<file path="config.mk">
export PLATFORM = sky130hd
export DESIGN_NAME = dbg_match_unit
export DESIGN_NICKNAME = d
export VERILOG_FILES = /design/src/rtl/dbgm_pkg.sv /design/src/rtl/dbgm_datapath.sv /design/src/rtl/dbgm_control.sv /design/src/rtl/dbg_match_unit.sv
export SDC_FILE = /design/constraint.sdc
export NUM_CORES = 1
export LEC_CHECK = 0
export BUFFER_PORTS_ARGS = -buffer_cell sky130_fd_sc_hd__buf_2
export CAP_MARGIN = 0
export CORE_ASPECT_RATIO = 0.5
export CORE_MARGIN = 4
export CORE_UTILIZATION = 54
export CTS_CLUSTER_SIZE = 8
export DETAILED_ROUTE_END_ITERATION = 8
export PLACE_DENSITY = 0.73
export SLEW_MARGIN = 20
export SYNTH_ARGS = -nofsm -noshare
export SYNTH_HDL_FRONTEND = slang
export SYNTH_HIERARCHICAL = 1
export SYNTH_SLANG_ARGS = --single-unit
</file>
<file path="constraint.sdc">
create_clock -name clk -period 5.9 [get_ports clk]
set_input_delay 0.59 -clock clk [delete_from_list [all_inputs] [get_ports clk]]
set_output_delay 0.59 -clock clk [all_outputs]
set_load 0.05 [all_outputs]
</file>
<file path="src/rtl/dbgm_pkg.sv">
package dbgm_pkg;

  typedef enum logic [1:0] {
    BK_EXEC  = 2'b00,
    BK_WRITE = 2'b01,
    BK_IO    = 2'b10,
    BK_RDWR  = 2'b11
  } bkType_e;

  // strobes from control to datapath
  typedef struct packed {
    logic commitStat;
    logic raiseExc;
  } dbgStrobe_t;

  // watch length in bytes from the 2-bit length field
  function automatic logic [3:0] lenBytes(input logic [1:0] enc);
    case (enc)
      2'b00:   lenBytes = 4'd1;
      2'b01:   lenBytes = 4'd2;
      2'b11:   lenBytes = 4'd4;
      default: lenBytes = 4'd8;
    endcase
  endfunction

endpackage

</file>
<file path="src/rtl/dbgm_datapath.sv">
module dbgm_datapath
  import dbgm_pkg::*;
#(
  parameter int AW    = 32,
  parameter int SLOTS = 4,
  localparam int SELW   = $clog2(SLOTS + 2),
  localparam int CTRL_W = 16 + 4 * SLOTS
) (
  input  logic             clk,
  input  logic             rst_n,
  input  logic             regWrEn,
  input  logic [SELW-1:0]  regWrSel,
  input  logic [AW-1:0]    regWrData,
  input  logic             ipValid,
  input  logic [AW-1:0]    ipAddr,
  input  logic             dataValid,
  input  logic [AW-1:0]    dataAddr,
  input  logic             dataWrite,
  input  logic [1:0]       dataSize,
  input  dbgStrobe_t       stb,
  output logic [SLOTS-1:0] hitVec,
  output logic [SLOTS-1:0] enVec,
  output logic             checkEv,
  output logic [AW-1:0]    status
);

  localparam logic [SELW-1:0] SEL_CTRL = SELW'(SLOTS);
  localparam logic [SELW-1:0] SEL_STAT = SELW'(SLOTS + 1);

  logic [AW-1:0]     slotAddr [SLOTS];
  logic [CTRL_W-1:0] ctrlReg;
  logic              swStatWr;
  logic [3:0]        accLen;

  assign swStatWr = regWrEn && (regWrSel == SEL_STAT);
  assign checkEv  = ipValid || dataValid;
  assign accLen   = 4'd1 << dataSize;

  always_ff @(posedge clk) begin
    if (!rst_n) begin
      for (int j = 0; j < SLOTS; j++) slotAddr[j] <= '0;
      ctrlReg <= '0;
    end else if (regWrEn) begin
      for (int j = 0; j < SLOTS; j++)
        if (regWrSel == SELW'(j)) slotAddr[j] <= regWrData;
      if (regWrSel == SEL_CTRL) ctrlReg <= regWrData[CTRL_W-1:0];
    end
  end

  always_ff @(posedge clk) begin
    if (!rst_n)              status <= '0;
    else if (stb.commitStat) status <= {status[AW-1:SLOTS], hitVec};
    else if (swStatWr)       status <= regWrData;
  end

  for (genvar i = 0; i < SLOTS; i++) begin : g_slot
    bkType_e       sType;
    logic [3:0]    wLen;
    logic [AW-1:0] wMask;
    logic [AW:0]   wLo, wHi, aLo, aHi;
    logic          overlap, slotHit;

    assign sType   = bkType_e'(ctrlReg[16 + 4*i +: 2]);
    assign wLen    = lenBytes(ctrlReg[18 + 4*i +: 2]);
    assign wMask   = {{(AW-4){1'b0}}, wLen - 4'd1};
    assign wLo     = {1'b0, slotAddr[i] & ~wMask};
    assign wHi     = wLo + {{(AW-3){1'b0}}, wLen};
    assign aLo     = {1'b0, dataAddr};
    assign aHi     = aLo + {{(AW-3){1'b0}}, accLen};
    assign overlap = (aLo < wHi) && (wLo < aHi);

    always_comb begin
      case (sType)
        BK_EXEC:  slotHit = ipValid && (ipAddr == slotAddr[i]);
        BK_WRITE: slotHit = dataValid && dataWrite && overlap;
        BK_RDWR:  slotHit = dataValid && overlap;
        default:  slotHit = 1'b0;
      endcase
    end

    assign hitVec[i] = slotHit;
    assign enVec[i]  = ctrlReg[2*i] | ctrlReg[2*i + 1];

    AST_IO_SILENT: assert property (@(posedge clk) disable iff (!rst_n)
      (sType == BK_IO) |-> !slotHit);
    AST_EXEC_NEEDS_IP: assert property (@(posedge clk) disable iff (!rst_n)
      (sType == BK_EXEC && slotHit) |-> ipValid);
  end

  AST_STATUS_HOLD: assert property (@(posedge clk) disable iff (!rst_n)
    $past(!stb.commitStat && !swStatWr) |-> $stable(status));

endmodule

</file>
<file path="src/rtl/dbgm_control.sv">
module dbgm_control
  import dbgm_pkg::*;
#(
  parameter int SLOTS = 4
) (
  input  logic             clk,
  input  logic             rst_n,
  input  logic [SLOTS-1:0] hitVec,
  input  logic [SLOTS-1:0] enVec,
  input  logic             checkEv,
  input  logic             forceUpd,
  output dbgStrobe_t       stb,
  output logic             dbgExc
);

  logic enHit;

  assign enHit          = |(hitVec & enVec);
  assign stb.commitStat = checkEv && (enHit || forceUpd);
  assign stb.raiseExc   = checkEv && enHit;

  always_ff @(posedge clk) begin
    if (!rst_n) dbgExc <= 1'b0;
    else        dbgExc <= stb.raiseExc;
  end

  AST_EXC_NEEDS_CHECK: assert property (@(posedge clk) disable iff (!rst_n)
    dbgExc |-> $past(checkEv));

endmodule

</file>
<file path="src/rtl/dbg_match_unit.sv">
module dbg_match_unit
  import dbgm_pkg::*;
#(
  parameter int AW    = 32,
  parameter int SLOTS = 4,
  localparam int SELW = $clog2(SLOTS + 2)
) (
  input  logic            clk,
  input  logic            rst_n,
  input  logic            regWrEn,
  input  logic [SELW-1:0] regWrSel,
  input  logic [AW-1:0]   regWrData,
  input  logic            ipValid,
  input  logic [AW-1:0]   ipAddr,
  input  logic            dataValid,
  input  logic [AW-1:0]   dataAddr,
  input  logic            dataWrite,
  input  logic [1:0]      dataSize,
  input  logic            forceUpd,
  output logic [AW-1:0]   status,
  output logic            dbgExc
);

  dbgStrobe_t       stb;
  logic [SLOTS-1:0] hitVec, enVec;
  logic             checkEv;

  dbgm_datapath #(.AW(AW), .SLOTS(SLOTS)) u_dp (
    .clk(clk), .rst_n(rst_n),
    .regWrEn(regWrEn), .regWrSel(regWrSel), .regWrData(regWrData),
    .ipValid(ipValid), .ipAddr(ipAddr),
    .dataValid(dataValid), .dataAddr(dataAddr),
    .dataWrite(dataWrite), .dataSize(dataSize),
    .stb(stb), .hitVec(hitVec), .enVec(enVec),
    .checkEv(checkEv), .status(status)
  );

  dbgm_control #(.SLOTS(SLOTS)) u_ctl (
    .clk(clk), .rst_n(rst_n),
    .hitVec(hitVec), .enVec(enVec), .checkEv(checkEv),
    .forceUpd(forceUpd), .stb(stb), .dbgExc(dbgExc)
  );

  AST_EXC_SETS_BIT: assert property (@(posedge clk) disable iff (!rst_n)
    dbgExc |-> (status[SLOTS-1:0] != '0));

endmodule

</file>
==> impl_metrics.ini, run 1 <==
[pwr]
ir_worst_vdd_mv = 0.1876
netSwitchingPower_uw = 1340
intPower_uw = 2520
power.density_nw_per_um2 = 197.2
leakagePower_uw = 0.007938
clockPowerShare = 0.307
combPwrFrac = 0.278
pwr-share-seq = 0.416
p_sw_frac = 0.3471

[sta]
worst_pin_slew_ns = 1.049
relSlewSlack = 0.3005
worst_slack_ns = 0.2723
period_share = 0.9539
setup_viol = 0
fmax_mhz = 177.7
slew_violations = 0
period_needed_ns = 5.628
finClkSkew_ns = 0.01070
hold_viol_final = 0
rsz0062_at_grt = no

[routing]
drc = 0
met3_length_um = 9539
wl_per_cell_um = 25.17
route.met2.wl_um = 25730
viasPerCell = 6.353
antenna_left = 0
top_layer = met5
wl_met1_um = 25910
drt_iter0_drc = 2245
firstDrtPassIters = 5
finalWirelength_um = 63030
vias = 15910

[clock_network]
cts_inserted_buffers = 17
htreeDepth = 4
cts_max_path_buffers = 2
clock_latency_ns = 0.43
cts_tree = done
clockRootBuffer = clkbuf_16
cts.sinks = 185
cts_hold_buf = 0
clk_pin_slew_ns = 0.08

[layout]
drive_gt1_frac = 0.1523
area_growth_syn_to_layout_pct = 14.40
fill_cells = 2600
fin_area_um2 = 19570
nNetsFinal = 2437
antenna_cells = 0

[synth]
netlist_area_um2 = 17110
ys_warn_count = 6
avgSynthCellArea_um2 = 9.150
syn_inst = 1870
synth_nets = 2239

[grt]
grt_pass1_wl_um = 91630
grt_usage = 0.3511
grt_pass1_vias = 14680
grt_max_degree = 65
antenna_found_initial = 4
overflow = 0

[hold_path]
hold_path_class = reg -> reg

[floorplanning]
io_pins = 141
core-area_um2 = 30740
start_util = 0.5566
dieArea_um2 = 34770
fp.dieW_um = 259.7
dieHeight_um = 133.9
rows = 45

[critical_path]
startpoint_type = flop
cp.required_ns = 6.21
crit_fanout = 28
end_kind = flop
worstSetupPathType = reg -> reg
cp.arrival_ns = 5.94

[placement]
postPlaceCellArea_um2 = 18880
place.gp.congestion = 1.037
port_buffers = 140
place_hpwl_um = 51100
pre_cts_slack_ns = 0.01794

[flow_run]
cap_violations = 0

[outcome]
status = finished clean
-- routing by layer --
layer | global-route usage | vias to the layer above
met4 | 0.08890 | 2
met3 | 0.1238 | 134
li1 | - | 7220
met2 | 0.5139 | 1000
met5 | 0 | -
met1 | 0.4956 | 7551
-- what timing repair did --
| action | in CTS | in global routing |
|---|---|---|
| endpoints found under the setup margin | 0 | 32 |
| buffers inserted | 0 | 1 |
| gates resized for setup | 0 | 20 |
-- power groups by stage --
stage / clock (µW) / sequential [µW] / combinational (µW)
3_5_place_dp: 0 / 1620 / 1020
6_report: 1180 / 1600 / 1070
2_1_floorplan: 0 / 1580 / 593
5_1_grt: 1240 / 1600 / 1160
4_1_cts: 1180 / 1590 / 1030
3_3_place_gp: 0 / 1620 / 999
-- layout make-up --
class / count / area (µm²) / share of cell area
clock inverter: 15 / 176.4 / 0.009013
timing repair buffer: 230 / 1401 / 0.07159
inverter: 29 / 108.9 / 0.005561
clock buffer: 17 / 425.4 / 0.02173
tap: 423 / 529.3 / 0.02704
multi-input combinational: 1605 / 11950 / 0.6103
sequential: 185 / 4987 / 0.2548
-- layout by cell type (no fill, tap or decap), drive strengths merged, types with 4 or more instances in the layout --
cell / instances
ha: 260
buf: 230
nand2: 212
xor2: 155
and2: 140
xnor2: 129
edfxtp: 128
a21oi: 86
nor2: 86
nand4: 80
nand3: 75
o21ai: 59
dfxtp: 57
a21boi: 54
inv: 38
nor4: 29
a21o: 25
nor3: 23
a211oi: 22
and3: 18
clkbuf: 17
nor2b: 16
and4: 15
o211ai: 10
or2: 10
a31oi: 9
a2111oi: 9
nand2b: 7
a41oi: 6
or3: 5
nor3b: 4
a221oi: 4
o22ai: 4
-- sequential cells by signal, summed over array words and instances, names as in the netlist --
name           count
u_ctl/dbgExc       1
u_dp/ctrlReg      24
u_dp/slotAddr    128
u_dp/status       32
-- metrics by stage --
step	hold slack, ns	util	setup TNS [ns]	cells	total power (µW)
after CTS	0.4685	0.6338	0	2503	3796
after floorplan	0.4382	-	0	1870	2174
after detailed placement	0.4586	0.6142	0	2471	2638
after global placement	0.4505	0.6140	-21.66	2471	2618
final	0.4658	0.6367	0	2504	3860
after global routing	0.4853	0.6367	0	2504	4003
-- path summary, 6_finish.rpt --
check | endpoint | slack [ns] | cells after the start | startpoint
hold / removal | u_dp/ctrlReg[1] | 0.47 | 2 | u_dp/ctrlReg[1]
setup / recovery | u_dp/status[16] | 0.27 | 26 | u_dp/ctrlReg[19]
hold reg to reg | u_dp/ctrlReg[1] | 0.47 | 2 | u_dp/ctrlReg[1]
setup reg to reg | u_dp/status[16] | 0.27 | 26 | u_dp/ctrlReg[19]
-- critical path: stages (launching register included) --
cell and delay [ns]:
dfxtp_1 0.43, nor2b_1 0.23, nor2b_1 0.10, ha_1 0.36, o211ai_1 0.12, nand2b_1 0.16
maj3_2 0.36, and3_1 0.42, and3_1 0.30, nand3_1 0.11, xor2_1 0.17, ha_1 0.31
o21ai_0 0.08, nor2_1 0.15, nor2_1 0.06, a21oi_1 0.15, o22ai_1 0.10, nor2_1 0.58
or3_1 0.23, nand2_1 0.07, a22oi_2 0.22, a31oi_2 0.15, inv_1 0.10, nand4_1 0.14
buf_12 0.21, nand2_1 0.08, a21boi_0 0.09
(Power assumes the default switching activity.)
==> inputs of run 2 (changes only) <==
SETUP_SLACK_MARGIN = 0.3   (was not set)
==> run 2 against run 1 <==
Net effect:
- die area is the same
- global-route usage is essentially flat
- via count grew 0.21%
- cell area grew 0.87%
- utilization grew 0.55 points
- clock skew grew 0.0014 ns
- worst setup slack gained 0.24 ns
- non-clock buffer count grew 2
- worst hold slack is essentially flat
==> impl_metrics.ini, run 2 (same netlist as run 1, synthesis figures left out) <==
[outcome]
status = finished clean

[critical_path]
cp.required_ns = 6.21
cp.arrival_ns = 5.70
end_kind = flop
startpoint_type = primary input
worstSetupPathType = in -> reg
crit_fanout = 28

[clock_network]
clock_latency_ns = 0.43
htreeDepth = 4
cts_max_path_buffers = 2
cts_inserted_buffers = 17
cts_tree = done
clockRootBuffer = clkbuf_16
cts.sinks = 185
clk_pin_slew_ns = 0.07

[layout]
multi_input_area_um2 = 12100
top_regs = u_dp/slotAddr x128, u_dp/status x32, u_dp/ctrlReg x24
drive_gt1_frac = 0.1632
regMostFlops = u_dp/slotAddr
mostFrequentLayoutCell = ha_1
regArea_um2 = 4989
area_growth_syn_to_layout_pct = 15.39
fill_cells = 2590
nNetsFinal = 2439
final_cell_mix = 259 x ha_1, 210 x nand2_1, 151 x xor2_1
largest_reg_flops = 128
antenna_cells = 0

[routing]
firstDrtPassIters = 6
drc = 0
drt_iter0_drc = 2238
finalWirelength_um = 63390
vias = 15940
antenna_left = 0
wl_per_cell_um = 25.30
viasPerCell = 6.361

[floorplanning]
core-area_um2 = 30740
fp.dieW_um = 259.7
dieArea_um2 = 34770
rows = 45
dieHeight_um = 133.9
start_util = 0.5566
io_pins = 141

[sta]
period_share = 0.9129
slew_violations = 0
setup_viol = 0
rsz0062_at_grt = yes
relSlewSlack = 0.3159
hold_viol_final = 0
finClkSkew_ns = 0.01212
fmax_mhz = 185.7
tns_ns = 0
period_needed_ns = 5.386
worst_pin_slew_ns = 1.026

[grt]
grt_pass1_vias = 14700
overflow = 0
grt_pass1_wl_um = 91740
grt_max_degree = 65
antenna_found_initial = 3
grt_usage = 0.3515

[placement]
place_hpwl_um = 51100
place.gp.congestion = 1.037
port_buffers = 140

[pwr]
finalPower_uw = 3871
ir_worst_vdd_mv = 0.1878
power.density_nw_per_um2 = 196.1
leakagePower_uw = 0.008022

[hold_path]
hold_path_class = reg -> reg

[flow_run]
cap_violations = 0
==> run 2: cell type report <==
class	instances	share of cell area
Timing Repair Buffer	232	0.07174
Multi-Input combinational cell	1605	0.6128
Sequential cell	185	0.2527
Clock buffer	17	0.02155
Clock inverter	15	0.008935
Tap cell	423	0.02681
Inverter	29	0.005513
==> run 2: what timing repair did <==
action                                  in CTS  in global routing
resized for setup                            9                 44
buffers inserted                             0                  3
pin swaps                                    1                 10
endpoints found under the setup margin      32                 32
hold buffers                                 0                  0
==> run 2: metrics by stage <==
step | hold slack (ns) | util | cell area, µm² | setup WS (ns) | std cells
finish | 0.4656 | 0.6422 | 19740 | 0.5136 | 2506
global route | 0.4852 | 0.6422 | 19740 | 0.2594 | 2506
CTS | 0.4685 | 0.6355 | 19540 | 0.3232 | 2503
detailed placement | 0.4586 | 0.6142 | 18880 | 0.01794 | 2471
global placement | 0.4505 | 0.6140 | 18880 | -0.6968 | 2471
floorplan | 0.4382 | - | 17110 | 0.6305 | 1870
==> run 2: worst paths after layout <==
kind | slack, ns | cells after the start | end | from
setup / recovery | 0.51 | 25 | u_dp/status[9] | dataAddr[0]
hold / removal | 0.47 | 2 | u_dp/ctrlReg[1] | u_dp/ctrlReg[1]
setup reg to reg | 0.52 | 28 | u_dp/status[9] | u_dp/ctrlReg[22]
hold reg to reg | 0.47 | 2 | u_dp/ctrlReg[1] | u_dp/ctrlReg[1]
==> run 2: worst max-delay path, stage by stage <==
cell	delay (ns)
buf_2	0.14
ha_1	0.23
fa_1	0.42
a21o_1	0.20
a21oi_1	0.15
buf_4	0.23
nor3_2	0.09
nand2_1	0.10
xor2_1	0.47
ha_1	0.22
nand4_1	0.20
nor4_1	0.37
o21ai_0	0.31
o2111ai_1	0.27
nand2_1	0.13
nor3_4	0.28
or3_1	0.19
nand2_1	0.07
a22oi_2	0.25
a31oi_4	0.14
inv_1	0.10
nand4_1	0.15
buf_12	0.21
nand2_1	0.08
a21boi_0	0.08
==> run 2: routing by layer <==
metal / share of wire / vias up / GRT usage
met2: 0.41 / 1023 / 0.5130
li1: - / 7219 / -
met3: 0.16 / 147 / 0.1253
met4: 0.030 / 0 / 0.09309
met5: 0 / - / 0
met1: 0.41 / 7551 / 0.4949
==> run 2: power breakdown <==
part	internal [µW]	leakage, µW	switching, µW	total, µW
clock	642	0.000289	543	1180
sequential	1460	0.00170	146	1600
combinational	424	0.00603	658	1080
total	2520	0.00802	1350	3870
==> inputs of run 3 (changes only) <==
ABC_AREA = 1   (was not set)
==> run 3 against run 2 <==
Net effect:
- cell count up 26%
- via count up 17%
- clock power up 7%
- wire length up 12%
- largest cell class unchanged
- sequential power about the same
- cell area up 3.2%
==> impl_metrics.ini, run 3 <==
[critical_path]
crit_fanout = 8
cpPeakStageDelay_ns = 0.44
path_buf_inv = 4
reg2reg_to = u_dp/status[1]
reg2reg_depth = 35
crit_family = simple AND/OR/NAND/NOR gates
cp.arrival_ns = 5.75
end_kind = flop
cp.required_ns = 6.28
cp_common_cell = nand2_1
worstSetupPathType = reg -> reg
startpoint_type = flop
r2r_start = u_dp/ctrlReg[18]
critPathSlowestCell = dfxtp_1
crit_path_start = u_dp/ctrlReg[18]
regToRegSetupSlack_ns = 0.53

[sta]
fmax_mhz = 186.2
finClkSkew_ns = 0.01414
period_needed_ns = 5.370
relSlewSlack = 0.2030
slew_violations = 0
setup_viol = 0
hold_viol_final = 0
worst_pin_slew_ns = 1.194
worst_slack_ns = 0.5295
tns_ns = 0
rsz0062_at_grt = no
period_share = 0.9103

[routing]
firstDrtPassIters = 6
vias = 18620
drt_iter0_drc = 2625
viasPerCell = 5.899
drc = 0
antenna_left = 0
wl_per_cell_um = 22.53
finalWirelength_um = 71090

[hold_path]
min_from = regWrData[12]
min_to = u_dp/status[12]
min_delay_path_depth = 3
hold_path_class = in -> reg

[pwr]
clockPowerShare = 0.319
power.density_nw_per_um2 = 193.9
pwr-share-seq = 0.406
leakagePower_uw = 0.009823
p_sw_frac = 0.3798
combPwrFrac = 0.276
intPower_uw = 2451
ir_worst_vdd_mv = 0.1772
netSwitchingPower_uw = 1501

[layout]
area_growth_syn_to_layout_pct = 10.43
drive_gt1_frac = 0.09540
antenna_cells = 0
fill_cells = 3176
regMostFlops = u_dp/slotAddr
top_regs = u_dp/slotAddr x128, u_dp/status x32, u_dp/ctrlReg x24
final_cell_mix = 543 x nand2_1, 350 x nor2_1, 334 x inv_1
regArea_um2 = 4986
multi_input_area_um2 = 12050
largest_reg_flops = 128
nNetsFinal = 3071
mostFrequentLayoutCell = nand2_1

[clock_network]
cts.sinks = 185
clk_pin_slew_ns = 0.09
cts_max_path_buffers = 2
cts_inserted_buffers = 17
clockRootBuffer = clkbuf_16
clock_latency_ns = 0.47
htreeDepth = 4
cts_tree = done
cts_hold_buf = 0

[placement]
place.gp.congestion = 1.004
pre_cts_slack_ns = 0.4508
place_hpwl_um = 57560
port_buffers = 140

[synth]
netlist_area_um2 = 18450
avgSynthCellArea_um2 = 7.194
ys_warn_count = 6
syn_inst = 2565
synth_nets = 2934

[grt]
grt_pass1_wl_um = 103600
overflow = 0
grt_usage = 0.3670
grt_pass1_vias = 16650
antenna_found_initial = 1
grt_max_degree = 63

[floorplanning]
fp.dieW_um = 269.4
rows = 47
io_pins = 141
start_util = 0.5524
dieHeight_um = 138.7
dieArea_um2 = 37370
core-area_um2 = 33400

[flow_run]
cap_violations = 0

[outcome]
status = finished clean
run 3: through the flow:
| stage | hold slack (ns) | util | cell area [µm²] | instances | total power, µW |
|---|---|---|---|---|---|
| 2_1_floorplan | 0.4447 | - | 18450 | 2565 | 2269 |
| 3_3_place_gp | 0.4298 | 0.5898 | 19700 | 3123 | 2659 |
| 3_5_place_dp | 0.4339 | 0.5898 | 19700 | 3123 | 2675 |
| 4_1_cts | 0.4003 | 0.6087 | 20330 | 3155 | 3921 |
| 5_1_grt | 0.4399 | 0.6101 | 20380 | 3156 | 4151 |
| 6_report | 0.4207 | 0.6101 | 20380 | 3156 | 3952 |
run 3: per-layer routing:
| metal | vias up | GRT usage | share of wire |
|---|---|---|---|
| met3 | 135 | 0.1032 | 0.13 |
| li1 | 8755 | - | - |
| met4 | 2 | 0.1138 | 0.031 |
| met5 | - | 0 | 0.00018 |
| met1 | 8640 | 0.5335 | 0.43 |
| met2 | 1086 | 0.5270 | 0.40 |
run 3: repair_timing:
item / 4_1_cts / 5_1_grt
setup buffers: 0 / 1
resized for setup: 0 / 9
endpoints found under the hold margin: 0 / 0
endpoints found under the setup margin: 0 / 32
run 3: power groups by stage:
stage,registers [µW],clock network [µW],logic (µW)
final,1600,1260,1090
after global routing,1610,1330,1220
after CTS,1600,1270,1060
after detailed placement,1630,0,1050
after global placement,1630,0,1030
after floorplan,1580,0,688
run 3: how the worst max path moves through the flow:
stage,cells after the start,to,slack (ns)
detailed placement,32,u_dp/status[8],0.45
CTS,27,u_dp/status[8],0.49
global route,36,u_dp/status[1],0.27
global placement,34,u_dp/status[3],0.55
finish,35,u_dp/status[1],0.53
floorplan,31,u_dp/status[29],1.37
run 3: final cells by class:
| class | count | area share |
|---|---|---|
| clock buffers | 18 | 0.02210 |
| repair buffers | 162 | 0.04372 |
| well taps | 441 | 0.02708 |
| flip-flops and latches | 185 | 0.2447 |
| inverters | 338 | 0.06226 |
| multi-input cells | 1998 | 0.5912 |
| clock inverters | 14 | 0.008965 |
run 3: worst min-delay path: stages:
cell and delay [ns]:
buf_2 0.09, o21ai_0 0.07, a21oi_1 0.10
